### src/rtl/rxidle_pkg.sv
package rxidle_pkg;

    typedef enum logic {
        COND_LINE_HIGH = 1'b0,
        COND_FSM_IDLE  = 1'b1
    } idle_cond_e;

endpackage

### src/rtl/rxidle_front.sv
module rxidle_front
    import rxidle_pkg::*;
(
    input  logic rx_pin,
    input  logic gate_en,
    input  logic idle_sel,
    input  logic fsm_idle,
    output logic rx_gated,
    output logic quiet
);

    idle_cond_e cond_mode;

    always_comb begin
        cond_mode = idle_cond_e'(idle_sel);
        // Hold the line high until the pin is released to the receiver.
        rx_gated  = gate_en ? rx_pin : 1'b1;
        case (cond_mode)
            COND_FSM_IDLE:  quiet = fsm_idle;
            default:        quiet = rx_gated;
        endcase
    end

endmodule

### src/rtl/rxidle_counter.sv
module rxidle_counter #(
    parameter int THR_W = 8
) (
    input  logic             clk,
    input  logic             rst_n,
    input  logic             bit_tick,
    input  logic             quiet,
    input  logic             detect_en,
    input  logic [THR_W-1:0] threshold,
    output logic             hit
);

    localparam logic [THR_W-1:0] CNT_MAX = {THR_W{1'b1}};
    localparam logic [THR_W:0]   ONE_EXT = {{THR_W{1'b0}}, 1'b1};

    typedef struct packed {
        logic [THR_W-1:0] cnt;
        logic             fired;
    } cnt_state_t;

    cnt_state_t st_d, st_q;
    logic [THR_W:0] next_cnt;

    always_comb begin
        st_d     = st_q;
        hit      = 1'b0;
        next_cnt = {1'b0, st_q.cnt} + ONE_EXT;
        if (!detect_en || !quiet) begin
            // Any busy cycle or disable restarts the quiet period.
            st_d.cnt   = '0;
            st_d.fired = 1'b0;
        end else if (bit_tick && !st_q.fired) begin
            if (st_q.cnt != CNT_MAX) begin
                st_d.cnt = next_cnt[THR_W-1:0];
            end
            if ((threshold != '0) && (next_cnt >= {1'b0, threshold})) begin
                st_d.fired = 1'b1;
                hit        = rst_n;
            end
        end
    end

    always_ff @(posedge clk or negedge rst_n) begin
        if (!rst_n) begin
            st_q <= '0;
        end else begin
            st_q <= st_d;
        end
    end

    AST_ONE_SHOT_PER_PERIOD: assert property (@(posedge clk) disable iff (!rst_n)
        hit |=> !hit);

    AST_BUSY_RESTARTS_COUNT: assert property (@(posedge clk) disable iff (!rst_n)
        !quiet |=> (st_q.cnt == '0) && !st_q.fired);

    AST_DISABLE_HOLDS_ZERO: assert property (@(posedge clk) disable iff (!rst_n)
        !detect_en |=> (st_q.cnt == '0));

endmodule

### src/rtl/rxidle_flag.sv
module rxidle_flag (
    input  logic clk,
    input  logic rst_n,
    input  logic hit,
    input  logic clr,
    input  logic irq_en,
    output logic flag,
    output logic irq
);

    typedef struct packed {
        logic flag;
    } flag_state_t;

    flag_state_t st_d, st_q;

    always_comb begin
        st_d = st_q;
        if (hit) begin
            st_d.flag = 1'b1;
        end else if (clr) begin
            st_d.flag = 1'b0;
        end
        flag = st_q.flag;
        irq  = st_q.flag & irq_en;
    end

    always_ff @(posedge clk or negedge rst_n) begin
        if (!rst_n) begin
            st_q <= '0;
        end else begin
            st_q <= st_d;
        end
    end

    AST_RISE_NEEDS_HIT: assert property (@(posedge clk) disable iff (!rst_n)
        $rose(st_q.flag) |-> $past(hit));

    AST_CLEAR_DROPS: assert property (@(posedge clk) disable iff (!rst_n)
        (clr && !hit) |=> !st_q.flag);

    AST_RAISE_WINS: assert property (@(posedge clk) disable iff (!rst_n)
        hit |=> st_q.flag);

endmodule

### src/rtl/rx_idle_detector.sv
module rx_idle_detector #(
    parameter int THR_W = 8
) (
    input  logic             clk,
    input  logic             rst_n,
    input  logic             bit_tick,
    input  logic             rx_pin,
    input  logic             rx_fsm_idle,
    input  logic             cfg_rx_gate_en,
    input  logic             cfg_idle_sel,
    input  logic             cfg_detect_en,
    input  logic [THR_W-1:0] cfg_threshold,
    input  logic             irq_en,
    input  logic             flag_clr,
    output logic             rx_gated,
    output logic             idle_flag,
    output logic             idle_irq
);

    logic quiet;
    logic hit;

    rxidle_front i_front (
        .rx_pin   (rx_pin),
        .gate_en  (cfg_rx_gate_en),
        .idle_sel (cfg_idle_sel),
        .fsm_idle (rx_fsm_idle),
        .rx_gated (rx_gated),
        .quiet    (quiet)
    );

    rxidle_counter #(.THR_W(THR_W)) i_counter (
        .clk       (clk),
        .rst_n     (rst_n),
        .bit_tick  (bit_tick),
        .quiet     (quiet),
        .detect_en (cfg_detect_en),
        .threshold (cfg_threshold),
        .hit       (hit)
    );

    rxidle_flag i_flag (
        .clk    (clk),
        .rst_n  (rst_n),
        .hit    (hit),
        .clr    (flag_clr),
        .irq_en (irq_en),
        .flag   (idle_flag),
        .irq    (idle_irq)
    );

    AST_ZERO_THR_NO_RAISE: assert property (@(posedge clk) disable iff (!rst_n)
        (cfg_threshold == '0) |=> !$rose(idle_flag));

    AST_DISABLED_NO_RAISE: assert property (@(posedge clk) disable iff (!rst_n)
        !cfg_detect_en |=> !$rose(idle_flag));

    AST_NO_TICK_NO_RAISE: assert property (@(posedge clk) disable iff (!rst_n)
        !bit_tick |=> !$rose(idle_flag));

endmodule

### config.mk
export PLATFORM = sky130hd
export DESIGN_NAME = rx_idle_detector
export DESIGN_NICKNAME = d
export VERILOG_FILES = /design/src/rtl/rxidle_pkg.sv /design/src/rtl/rxidle_front.sv /design/src/rtl/rxidle_counter.sv /design/src/rtl/rxidle_flag.sv /design/src/rtl/rx_idle_detector.sv
export SDC_FILE = /design/constraint.sdc
export NUM_CORES = 1
export LEC_CHECK = 0
export BUFFER_PORTS_ARGS = -buffer_cell sky130_fd_sc_hd__buf_2
export CAP_MARGIN = 40
export CORE_MARGIN = 2
export CORE_UTILIZATION = 40
export DETAILED_ROUTE_END_ITERATION = 6
export PLACE_DENSITY_LB_ADDON = 0.3
export SYNTH_ARGS = -nofsm -noshare
export SYNTH_HDL_FRONTEND = slang
export SYNTH_HIERARCHICAL = 1
export SYNTH_SLANG_ARGS = --single-unit
export TNS_END_PERCENT = 20
### constraint.sdc
create_clock -name clk -period 2.2 [get_ports clk]
set_input_delay 0.33 -clock clk [delete_from_list [all_inputs] [get_ports clk]]
set_output_delay 0.33 -clock clk [all_outputs]
set_load 0.05 [all_outputs]
Yosys cells after proc, flatten, opt, wreduce, memory -nomap -nowiden
Cells that the tools add are included.
Widths: inputs -> output; s select.
- logic and storage cells: 31
- output and inout port bits: 3
- input bits: 18
- register bits: 10
- order comparisons: 1
- add/sub/neg operators: 1
- multiplexer cells: 11
- bitwise gates (word level): 1
- reduce and logical (&&, ||, !) cells: 13
- equal/unequal tests: 1
- operator list (cell ; number):
    $mux 9 ; 2
    $add 8x1->9 const B ; 1
    $ge 9x8->1 ; 1
    $mux 1 ; 8
    $mux 8 ; 1
    $ne 8x8->1 const B ; 1
    $reduce_bool 2->1 ; 4
    $reduce_bool 8->1 ; 1
    $reduce_and 2->1 ; 2
    $logic_not 1->1 ; 3
    $logic_and 1x1->1 ; 2
    $and 1x1->1 ; 1
    $logic_or 1x1->1 ; 1

Longest topological paths before layout
Gate-level depths: netlist of run 1.
- depth in word-level cells: 7
- mapped depth: 10
- mapped depth without buffers: 10

Hierarchy
The synthesis of run 1 kept the hierarchy.
- modules (own cells, without submodules) (module ; times used ; cells each ; seq. area each (um^2) ; area each (um^2)):
    rxidle_counter ; 1 ; 84 ; 225.2 ; 753.2
    rxidle_flag ; 1 ; 4 ; 25.0 ; 42.5
    rxidle_front ; 1 ; 2 ; 0.0 ; 25.0

Worst setup path before layout of run 1
No wires, ideal clock.
- path kind: reg2reg
- start point: register i_counter/st_q[1] in the netlist's numbering
- end point: register i_flag.st_q, in the netlist i_flag/flag
- setup slack: 0.041 ns
- clock period less this slack: 2.159 ns
- cell stages (with the launch flop): 11
- buffers on the path: 0
- data required time: 2.082 ns
- data arrival time: 2.041 ns
- library setup time: 0.118 ns
- cell sequence: dfrtp_1 -> ha_1 -> and2_2 -> nand2_2 -> xnor2_1 -> ha_1 -> and3_1 -> a221oi_1 -> o21a_1 -> a21oi_1 -> a21o_1
- longest elaborated chain between the ends: 7
- elaborated cells on any way between the ends: 8
- those cells by class: add/sub: 1; order compare: 1; mux: 4; reduce/logical: 2
- RTL lines (what ; RTL line ; text):
    start, declared ; rxidle_counter.sv:21 ; cnt_state_t st_d, st_q;
    start signal, assigned ; rxidle_counter.sv:47 ; st_q <= st_d;
    $add 8x1->9 (*) ; rxidle_counter.sv:27 ; next_cnt = {1'b0, st_q.cnt} + ONE_EXT;
    $ge 9x8->1 (*) ; rxidle_counter.sv:36 ; if ((threshold != '0) && (next_cnt >= {1'b0, threshold})) begin
    $logic_and 1x1->1 (*) ; rxidle_counter.sv:36 ;
    $mux 1 (*) ; rxidle_counter.sv:36 ;
    $mux 1 (*) ; rxidle_counter.sv:32 ; end else if (bit_tick && !st_q.fired) begin
    $mux 1 (*) ; rxidle_counter.sv:28 ; if (!detect_en || !quiet) begin
    named net hit ; rx_idle_detector.sv:21 ; logic hit;
    $mux 1 or $reduce_bool 2->1 (tied branches) ; -- ;
    end signal, assigned ; rxidle_flag.sv:32 ; st_q <= st_d;
    end, declared ; rxidle_flag.sv:15 ; flag_state_t st_d, st_q;
The timed path passes the listed nets; every way through them passes the cells marked *.
A chain may end at the register's enable or synchronous reset.

Worst setup path in the final report of run 1
Ends and elaborated chain as after synthesis.

==> results of run 1 <==
[where the power goes]
group          switching [mW]  total, mW  internal, mW
Sequential            0.00168      0.187         0.186
Combinational          0.0393     0.0706        0.0312
Clock                  0.0764      0.177         0.101
Total                   0.117      0.435         0.318
[metal layers]
| metal | part of all wire (%) | vias up |
|---|---|---|
| li1 | - | 402 |
| met1 | 44 | 362 |
| met2 | 50 | 20 |
| met3 | 4.1 | 5 |
| met4 | 2.2 | 0 |
| met5 | 0 | - |
[kinds of logic after synthesis]
logic type | count (synthesis) | share of synthesized area, %
AOI/OAI and AO/OA | 20 | 17.2
xor gates and xnor gates | 9 | 9.60
adders and majority gates | 9 | 13.7
buffers and inverters | 10 | 4.57
DFF | 10 | 30.5
muxes | 2 | 2.59
and+or+nand+nor | 30 | 21.8
[worst max-delay path, cell delays in order (launching register included)]
cell      delay [ps]
dfrtp_1          400
and3_4           190
and3_2           210
xnor2_1          120
ha_1             320
and3_4           200
a221oi_2         200
o21a_1           180
a21oi_1           70
a21o_1           150
[cell usage in the layout (no fill, tap or decap), drive strengths merged]
master and n:
buf 31, inv 10, dfrtp 10, ha 9, nand2 6, xor2 5, nor2 5, a21oi 4
clkbuf 4, and3 4, xnor2 4, nand4 3, a21o 3, o21ai 3, nand3 2, nor2b 2
nor4 2, o2111ai 2, or4 2, a311oi 2, o211ai 2, and2 2, dlygate4sd3 1, a221oi 1
o21a 1, a21boi 1, or3 1, a31oi 1, mux2i 1, nand2b 1, mux2 1
[cell type report]
class	instances	area, um^2
fill	177	822
inverter	10	37.5
tap	27	33.8
sequential	10	250
multi-input combinational	70	569
clock buffer	4	36.3
timing repair buffer	32	193
[sequential cells by signal, summed over array words and instances (netlist names)]
signal / flops
i_counter/st_q: 9
i_flag/flag: 1
[stage by stage]
step                      setup TNS [ps]  utilization (%)  std cells  setup slack (ps)  area [um^2]
after global placement             -5.54             53.4        148             -5.54         1040
final                                  0             57.7        153              57.8         1120
after global routing               -48.5             57.7        153             -48.5         1120
after floorplan                        0                -         90              40.5          821
after detailed placement           -53.0             53.4        148             -53.0         1040
after CTS                              0             57.2        153              25.8         1110
[how the worst max path moves through the flow]
stage / slack [ps] / endpoint / cells past startpoint / start
4_1_cts: 30 / i_flag/flag / 10 / i_counter/st_q[1]
3_5_place_dp: -50 / i_flag/flag / 10 / i_counter/st_q[1]
5_1_grt: -50 / i_flag/flag / 10 / i_counter/st_q[2]
6_report: 60 / i_flag/flag / 9 / i_counter/st_q[1]
2_1_floorplan: 40 / i_flag/flag / 10 / i_counter/st_q[1]
3_3_place_gp: -6 / i_flag/flag / 10 / i_counter/st_q[1]
[what timing repair did]
| item | CTS | global route |
|---|---|---|
| endpoints found under the setup margin | 1 | 1 |
| hold buffers | 1 | 0 |
| gates resized for setup | 6 | 2 |
| hold endpoints to repair | 10 | 0 |
| pin swaps | 2 | 6 |
==> flow_metrics.tcl, run 1 <==
set metrics [dict create \
    maxCapViolations 0 \
    clk_latency_ps 280 \
    ys_top_cells_by_area "dfrtp_1, ha_1, xor2_1" \
    yosysSeqAreaShare_pct 30.5 \
    max_freq_ghz 0.467 \
    ant_nets 0 \
    hp-class "input pin to flip-flop" \
    wire_per_inst_um 12.7 \
    p_per_area_nw_per_um2 388 \
    cts_buffer_depth 2 \
    antenna_found_initial 0 \
    fp-row-count 16 \
    use_met3_pct 4.60 \
    grt-ovfl-total 0 \
    grt_pass1_wl_um 3330 \
    status "completed" \
    path_class "flip-flop to flip-flop" \
    dp_hpwl_um 1570 \
    postCtsSetupBuffers 0 \
    syn_inst 90 \
    power_leakage_nw 0.616 \
    pin_count 21 \
    met2_usage_pct 30.6 \
    arrival_ps 2320 \
    die_h_um 49.3 \
    rr_startpoint "i_counter/st_q[1]" \
    slew_headroom_pct 67.2 \
    grtUsageMet1_pct 21.3 \
    yosys.area.top_type "dfrtp_1" \
    cts_root_buf "clkbuf_4" \
    hold_slack_ps 317 \
    cts_tree "built" \
    grt_max_degree 12 \
    ys_top_cells_by_count "dfrtp_1, inv_1, ha_1" \
    synth_seq_cells 10 \
    tightest_slew_ps 492 \
    fin_skew_ps 0.706 \
    io_buffers 20 \
    synthArstFlopShare_pct 100 \
    drt-total-wl_um 1950 \
    diodes 0 \
    cp_max_fo 4 \
    core-area_um2 1940 \
    via_per_inst 5.16 \
    initial_core_util_pct 42.3 \
    synth.avg_cell_area_um2 9.12 \
    firstDrtPassIters 4 \
    synth.distinct_cells 33 \
    reg2reg_to "i_flag/flag" \
    route.detailed.drc 0 \
    hold_violations 0 \
    crit_path_start_kind "flip-flop" \
    r2r_cells 9 \
    worst_setup_path_end_kind "flip-flop" \
    worst_ep_required_time_ps 2370 \
    cts.sinks 10 \
    rsz0062_at_grt "true" \
    clkTransAtPathRegs_ps 80 \
    grt.total_usage_pct 18.4 \
    grt_pass1_vias 782 \
    area_growth_pct 36.4 \
    mappedNetlistArea_um2 821 \
    min_to "i_flag/flag" \
    ys_warn_count 6 \
    die-width_um 49.3 \
    p_total_mw 0.435 \
    r2r_setup_slack_ps 60 \
    nNetsFinal 154 \
    fin_crit_sh_pct 97.4 \
    htreeDepth 1 \
    cts_buffers 3 \
    routabilityCongestion 0.816 \
    synth_edf_count 0 \
    hold_depth 3 \
    slew_violations 0 \
    ir_drop_uv 256 \
    final_layout_size_suffix_gt1_share_pct 38.9 \
    via_count 789 \
    synth_nets 117 \
    fin_crit_ps 2140 \
    hold_start "flag_clr" \
    synthFlopType "dfrtp_1" \
    yosysTopAreaCellShare_pct 30.5 \
    fp.dieArea_um2 2430 \
    setup-violations-final 0 \
    grt-busiest-layer "met2" \
    first_iter_violations 23 \
]
No activity file was read; power rests on OpenSTA's default activity.
==> inputs of run 2 (changes only) <==
- CORE_ASPECT_RATIO: unset -> 0.6
- CORE_UTILIZATION: 40 -> 35
==> run 2 against run 1 <==
The flow now finishes with violations (setup timing). Clock-buffer cell count decreased by 1. Routed wire length increased by 7.5%. Via count increased by 3.2%. Total power increased by 4.7%. Non-clock buffer count increased by 6. Design area increased by 4.6%. Critical endpoint unchanged.
==> flow_metrics.tcl, run 2 (synthesis results as in run 1) <==
set metrics [dict create \
    first_iter_violations 62 \
    crit_path_start_kind "flip-flop" \
    drt-total-wl_um 2090 \
    ir_drop_uv 253 \
    hp-class "input pin to flip-flop" \
    max_freq_ghz 0.451 \
    p_per_area_nw_per_um2 389 \
    core-area_um2 2200 \
    tightest_slew_ps 401 \
    initial_core_util_pct 37.4 \
    largest_reg_flops 9 \
    cts_root_buf "clkbuf_8" \
    nNetsFinal 160 \
    fp.dieArea_um2 2760 \
    via_per_inst 5.06 \
    routabilityCongestion 0.801 \
    multiInputGateArea_um2 567 \
    area_growth_pct 42.7 \
    firstDrtPassIters 4 \
    fin_crit_ps 2220 \
    final_common_cell "buf_2" \
    setup_ws_ps -19.2 \
    fin_crit_sh_pct 101 \
    cts_tree "built" \
    top_register "i_counter/st_q" \
    setup-violations-final 1 \
    rsz0062_at_grt "true" \
    cp_max_fo 3 \
    arrival_ps 2340 \
    grt_max_degree 12 \
    clkTransAtPathRegs_ps 50 \
    violations "setup timing" \
    maxCapViolations 0 \
    cts.sinks 10 \
    via_count 814 \
    grt_pass1_vias 778 \
    grt.total_usage_pct 16.3 \
    layout_common_cells "buf_2, buf_4, inv_1, dfrtp_1, ha_1" \
    nFillCells 200 \
    pin_count 21 \
    slew_headroom_pct 73.2 \
    slew_violations 0 \
    hold_violations 0 \
    p_total_mw 0.455 \
    worst_setup_path_end_kind "flip-flop" \
    rr_startpoint "i_counter/st_q[4]" \
    wire_per_inst_um 13.0 \
    final_layout_size_suffix_gt1_share_pct 40.5 \
    crit_start "i_counter/st_q[4]" \
    diodes 0 \
    die_h_um 41.5 \
    die-width_um 66.5 \
    status "finished, violations left" \
    reg2reg_to "i_flag/flag" \
    clk_latency_ps 240 \
    cts_buffers 3 \
    r2r_setup_slack_ps -20 \
    dp_hpwl_um 1680 \
    cts_buffer_depth 2 \
    antenna_found_initial 0 \
    path_class "flip-flop to flip-flop" \
    fp-row-count 13 \
    fin_setup_tns_ps -19.2 \
    route.detailed.drc 0 \
    r2r_cells 9 \
    endpoint "i_flag/flag" \
    htreeDepth 1 \
    grt_pass1_wl_um 3370 \
    io_buffers 20 \
    grt-ovfl-total 0 \
    fin_skew_ps 7.27 \
    ant_nets 0 \
    regArea_um2 250 \
    power_leakage_nw 0.653 \
    worst_ep_required_time_ps 2320 \
]
run 2: worst min-delay path by stage:
| stage | slack [ps] | start | end | cells after the start |
|---|---|---|---|---|
| 2_1_floorplan | 30 | rst_n | i_counter/st_q[0] | 0 |
| 3_3_place_gp | 210 | rst_n | i_counter/st_q[4] | 1 |
| 3_5_place_dp | 210 | rst_n | i_counter/st_q[4] | 1 |
| 4_1_cts | 350 | flag_clr | i_flag/flag | 3 |
| 5_1_grt | 370 | flag_clr | i_flag/flag | 3 |
| 6_report | 360 | flag_clr | i_flag/flag | 3 |
run 2: power by group:
group	internal [mW]	total, mW	switching [mW]	leakage, nW
clock network	0.120	0.191	0.0712	0.0216
registers	0.187	0.188	0.00196	0.139
logic	0.0356	0.0758	0.0402	0.492
total	0.342	0.455	0.113	0.653
run 2: cell type report:
class	instances	area share [%]
clock buffers	3	3.53
inverters	10	3.21
well taps	30	3.21
multi-input cells	70	48.4
flip-flops and latches	10	21.4
repair buffers	38	20.3
run 2: timing repair:
action / in CTS / in global routing
pin swaps: 3 / 3
setup buffers: 2 / 0
endpoints found under the setup margin: 2 / 2
hold endpoints to repair: 10 / 0
resized for setup: 6 / 2
hold buffers: 1 / 0
run 2: per-stage QoR:
stage	setup slack, ps	instances	utilization [%]	cell area, um^2	hold slack [ps]
after floorplan	40.5	90	-	821	34.4
after global placement	-88.5	155	48.8	1070	208
after detailed placement	-142	155	48.8	1070	214
after CTS	-19.0	161	52.8	1160	348
after global routing	-115	161	53.3	1170	371
final	-19.2	161	53.3	1170	356
run 2: layer usage:
metal | wire (um) | track usage (%) | vias to the layer above
li1 | - | - | 415
met1 | 1030 | 21.7 | 378
met2 | 925 | 24.8 | 19
met3 | 132 | 6.50 | 2
met4 | 7 | 3.67 | 0
met5 | 0 | 0 | -
run 2: critical path, cell delays in order, from the launching register on:
cell and delay, ps:
dfrtp_1 380, and3_4 210, and3_2 230, xnor2_1 130
ha_1 310, and3_4 200, a221oi_2 240, o21a_1 180
a21oi_1 90, a21o_1 150
==> inputs of run 3 (changes only) <==
- PLACE_DENSITY: unset -> 0.62
- PLACE_DENSITY_LB_ADDON: 0.3 -> unset
- SKIP_LAST_GASP: unset -> 1
==> run 3 against run 2 <==
The flow now finishes without violations. Total power is 0.87% higher. Flip-flop and latch count stayed put. Clock power hardly changed. Design area is 4.5% higher. Critical path type unchanged. Largest cell class unchanged. Largest power group is now sequential cells.
==> flow_metrics.tcl, run 3 (synthesis results as in run 1) <==
set metrics [dict create \
    path_class "flip-flop to flip-flop" \
    nFillCells 214 \
    htreeDepth 1 \
    cts_root_buf "clkbuf_8" \
    first_iter_violations 39 \
    crit_path_start_kind "flip-flop" \
    largest_reg_flops 9 \
    slowest_stage "dfrtp_1" \
    clkTransAtPathRegs_ps 50 \
    p_total_mw 0.459 \
    via_per_inst 5.06 \
    setup-violations-final 0 \
    clk_latency_ps 240 \
    grt_max_degree 12 \
    top_register "i_counter/st_q" \
    die_h_um 41.5 \
    rsz0062_at_grt "true" \
    io_buffers 20 \
    worst_setup_path_end_kind "flip-flop" \
    ir_drop_uv 405 \
    cts.sinks 10 \
    regArea_um2 250 \
    layout_common_cells "buf_4, buf_2, inv_1, dfrtp_1, ha_1" \
    crit_chain "and3_4, and3_4, xnor2_2, ha_1, and3_4, a221oi_2, o21a_1, a21oi_2, a21o_1" \
    cts_buffers 3 \
    initial_core_util_pct 37.4 \
    fin_crit_sh_pct 99.9 \
    cpPeakStageDelay_ps 420 \
    grt-ovfl-total 0 \
    diodes 0 \
    grt_pass1_vias 767 \
    power_leakage_nw 0.678 \
    die-width_um 66.5 \
    wirelength_met1_um 1100 \
    final_layout_size_suffix_gt1_share_pct 44.0 \
    via_count 830 \
    slew_headroom_pct 73.4 \
    multiInputGateArea_um2 597 \
    cts_tree "built" \
    maxCapViolations 0 \
    max_freq_ghz 0.455 \
    wire_per_inst_um 13.8 \
    wl_met3_um 155 \
    cts_buffer_depth 2 \
    routabilityCongestion 0.858 \
    critical_path.top_delay_family "compound AO/OA/AOI/OAI gates" \
    crit_buf_inv 0 \
    fp-row-count 13 \
    wl_met2_um 958 \
    worst_ep_required_time_ps 2320 \
    path_common_cell "and3_4" \
    hold_violations 0 \
    route.detailed.drc 0 \
    fin_skew_ps 5.68 \
    fin_crit_ps 2200 \
    arrival_ps 2320 \
    nNetsFinal 163 \
    drt-total-wl_um 2260 \
    grt_pass1_wl_um 3640 \
    hp-class "input pin to flip-flop" \
    grt.total_usage_pct 17.8 \
    core-area_um2 2200 \
    firstDrtPassIters 4 \
    ant_nets 0 \
    area_growth_pct 49.1 \
    tightest_slew_ps 396 \
    status "completed" \
    slew_violations 0 \
    fin_setup_tns_ps 0 \
    fp.dieArea_um2 2760 \
    pin_count 21 \
    cp_max_fo 3 \
    dp_hpwl_um 1730 \
    p_per_area_nw_per_um2 375 \
    antenna_found_initial 0 \
    top_layer "met4" \
]
## run 3: metrics by stage
stage | hold slack (ps) | util [%] | instance area (um^2) | instances | setup WS (ps)
5_1_grt | 362 | 55.7 | 1220 | 164 | -86.3
3_5_place_dp | 213 | 48.4 | 1060 | 154 | -165
2_1_floorplan | 34.4 | - | 821 | 90 | 40.5
4_1_cts | 352 | 54.1 | 1190 | 161 | -6.77
3_3_place_gp | 207 | 48.4 | 1060 | 154 | -111
6_report | 356 | 55.7 | 1220 | 164 | 1.18
## run 3: metal layers
metal | up-vias | global-route usage (%)
met5 | - | 0
met4 | 0 | 6.53
met3 | 6 | 5.15
met2 | 29 | 25.2
met1 | 378 | 25.4
li1 | 417 | -
## run 3: layout make-up
type	instances	area share [%]
sequential	10	20.4
tap	30	3.07
inverter	10	3.07
timing repair buffer	41	21.3
multi-input combinational	70	48.8
clock buffer	3	3.37
## run 3: repair_timing
item | CTS | global route
buffers inserted | 3 | 3
endpoints found under the setup margin | 2 | 2
hold buffers | 1 | 0
gates resized for setup | 11 | 2
hold endpoints to repair | 10 | 0
pin swaps | 8 | 7
## run 3: worst paths after layout
path	startpoint	to	slack [ps]	depth (start not counted)
worst max-delay path	i_counter/st_q[2]	i_flag/flag	1	9
worst min-delay path	flag_clr	i_flag/flag	360	3
worst max register to register	i_counter/st_q[2]	i_flag/flag	1	9
worst min register to register	i_flag/flag	i_flag/flag	510	1
max in group asynchronous	rst_n	i_counter/st_q[3]	1500	2
min in group asynchronous	rst_n	i_counter/st_q[2]	490	2
## run 3: report_power, final
part | switching, mW | internal, mW
logic | 0.0422 | 0.0387
registers | 0.00277 | 0.187
clock network | 0.0694 | 0.120
## run 3: worst reg2reg max path, cell delays in order (launching register included)
cell and delay, ps:
dfrtp_1 420, and3_4 210, and3_4 180, xnor2_2 130, ha_1 300, and3_4 190, a221oi_2 230, o21a_1 210
a21oi_2 70, a21o_1 150
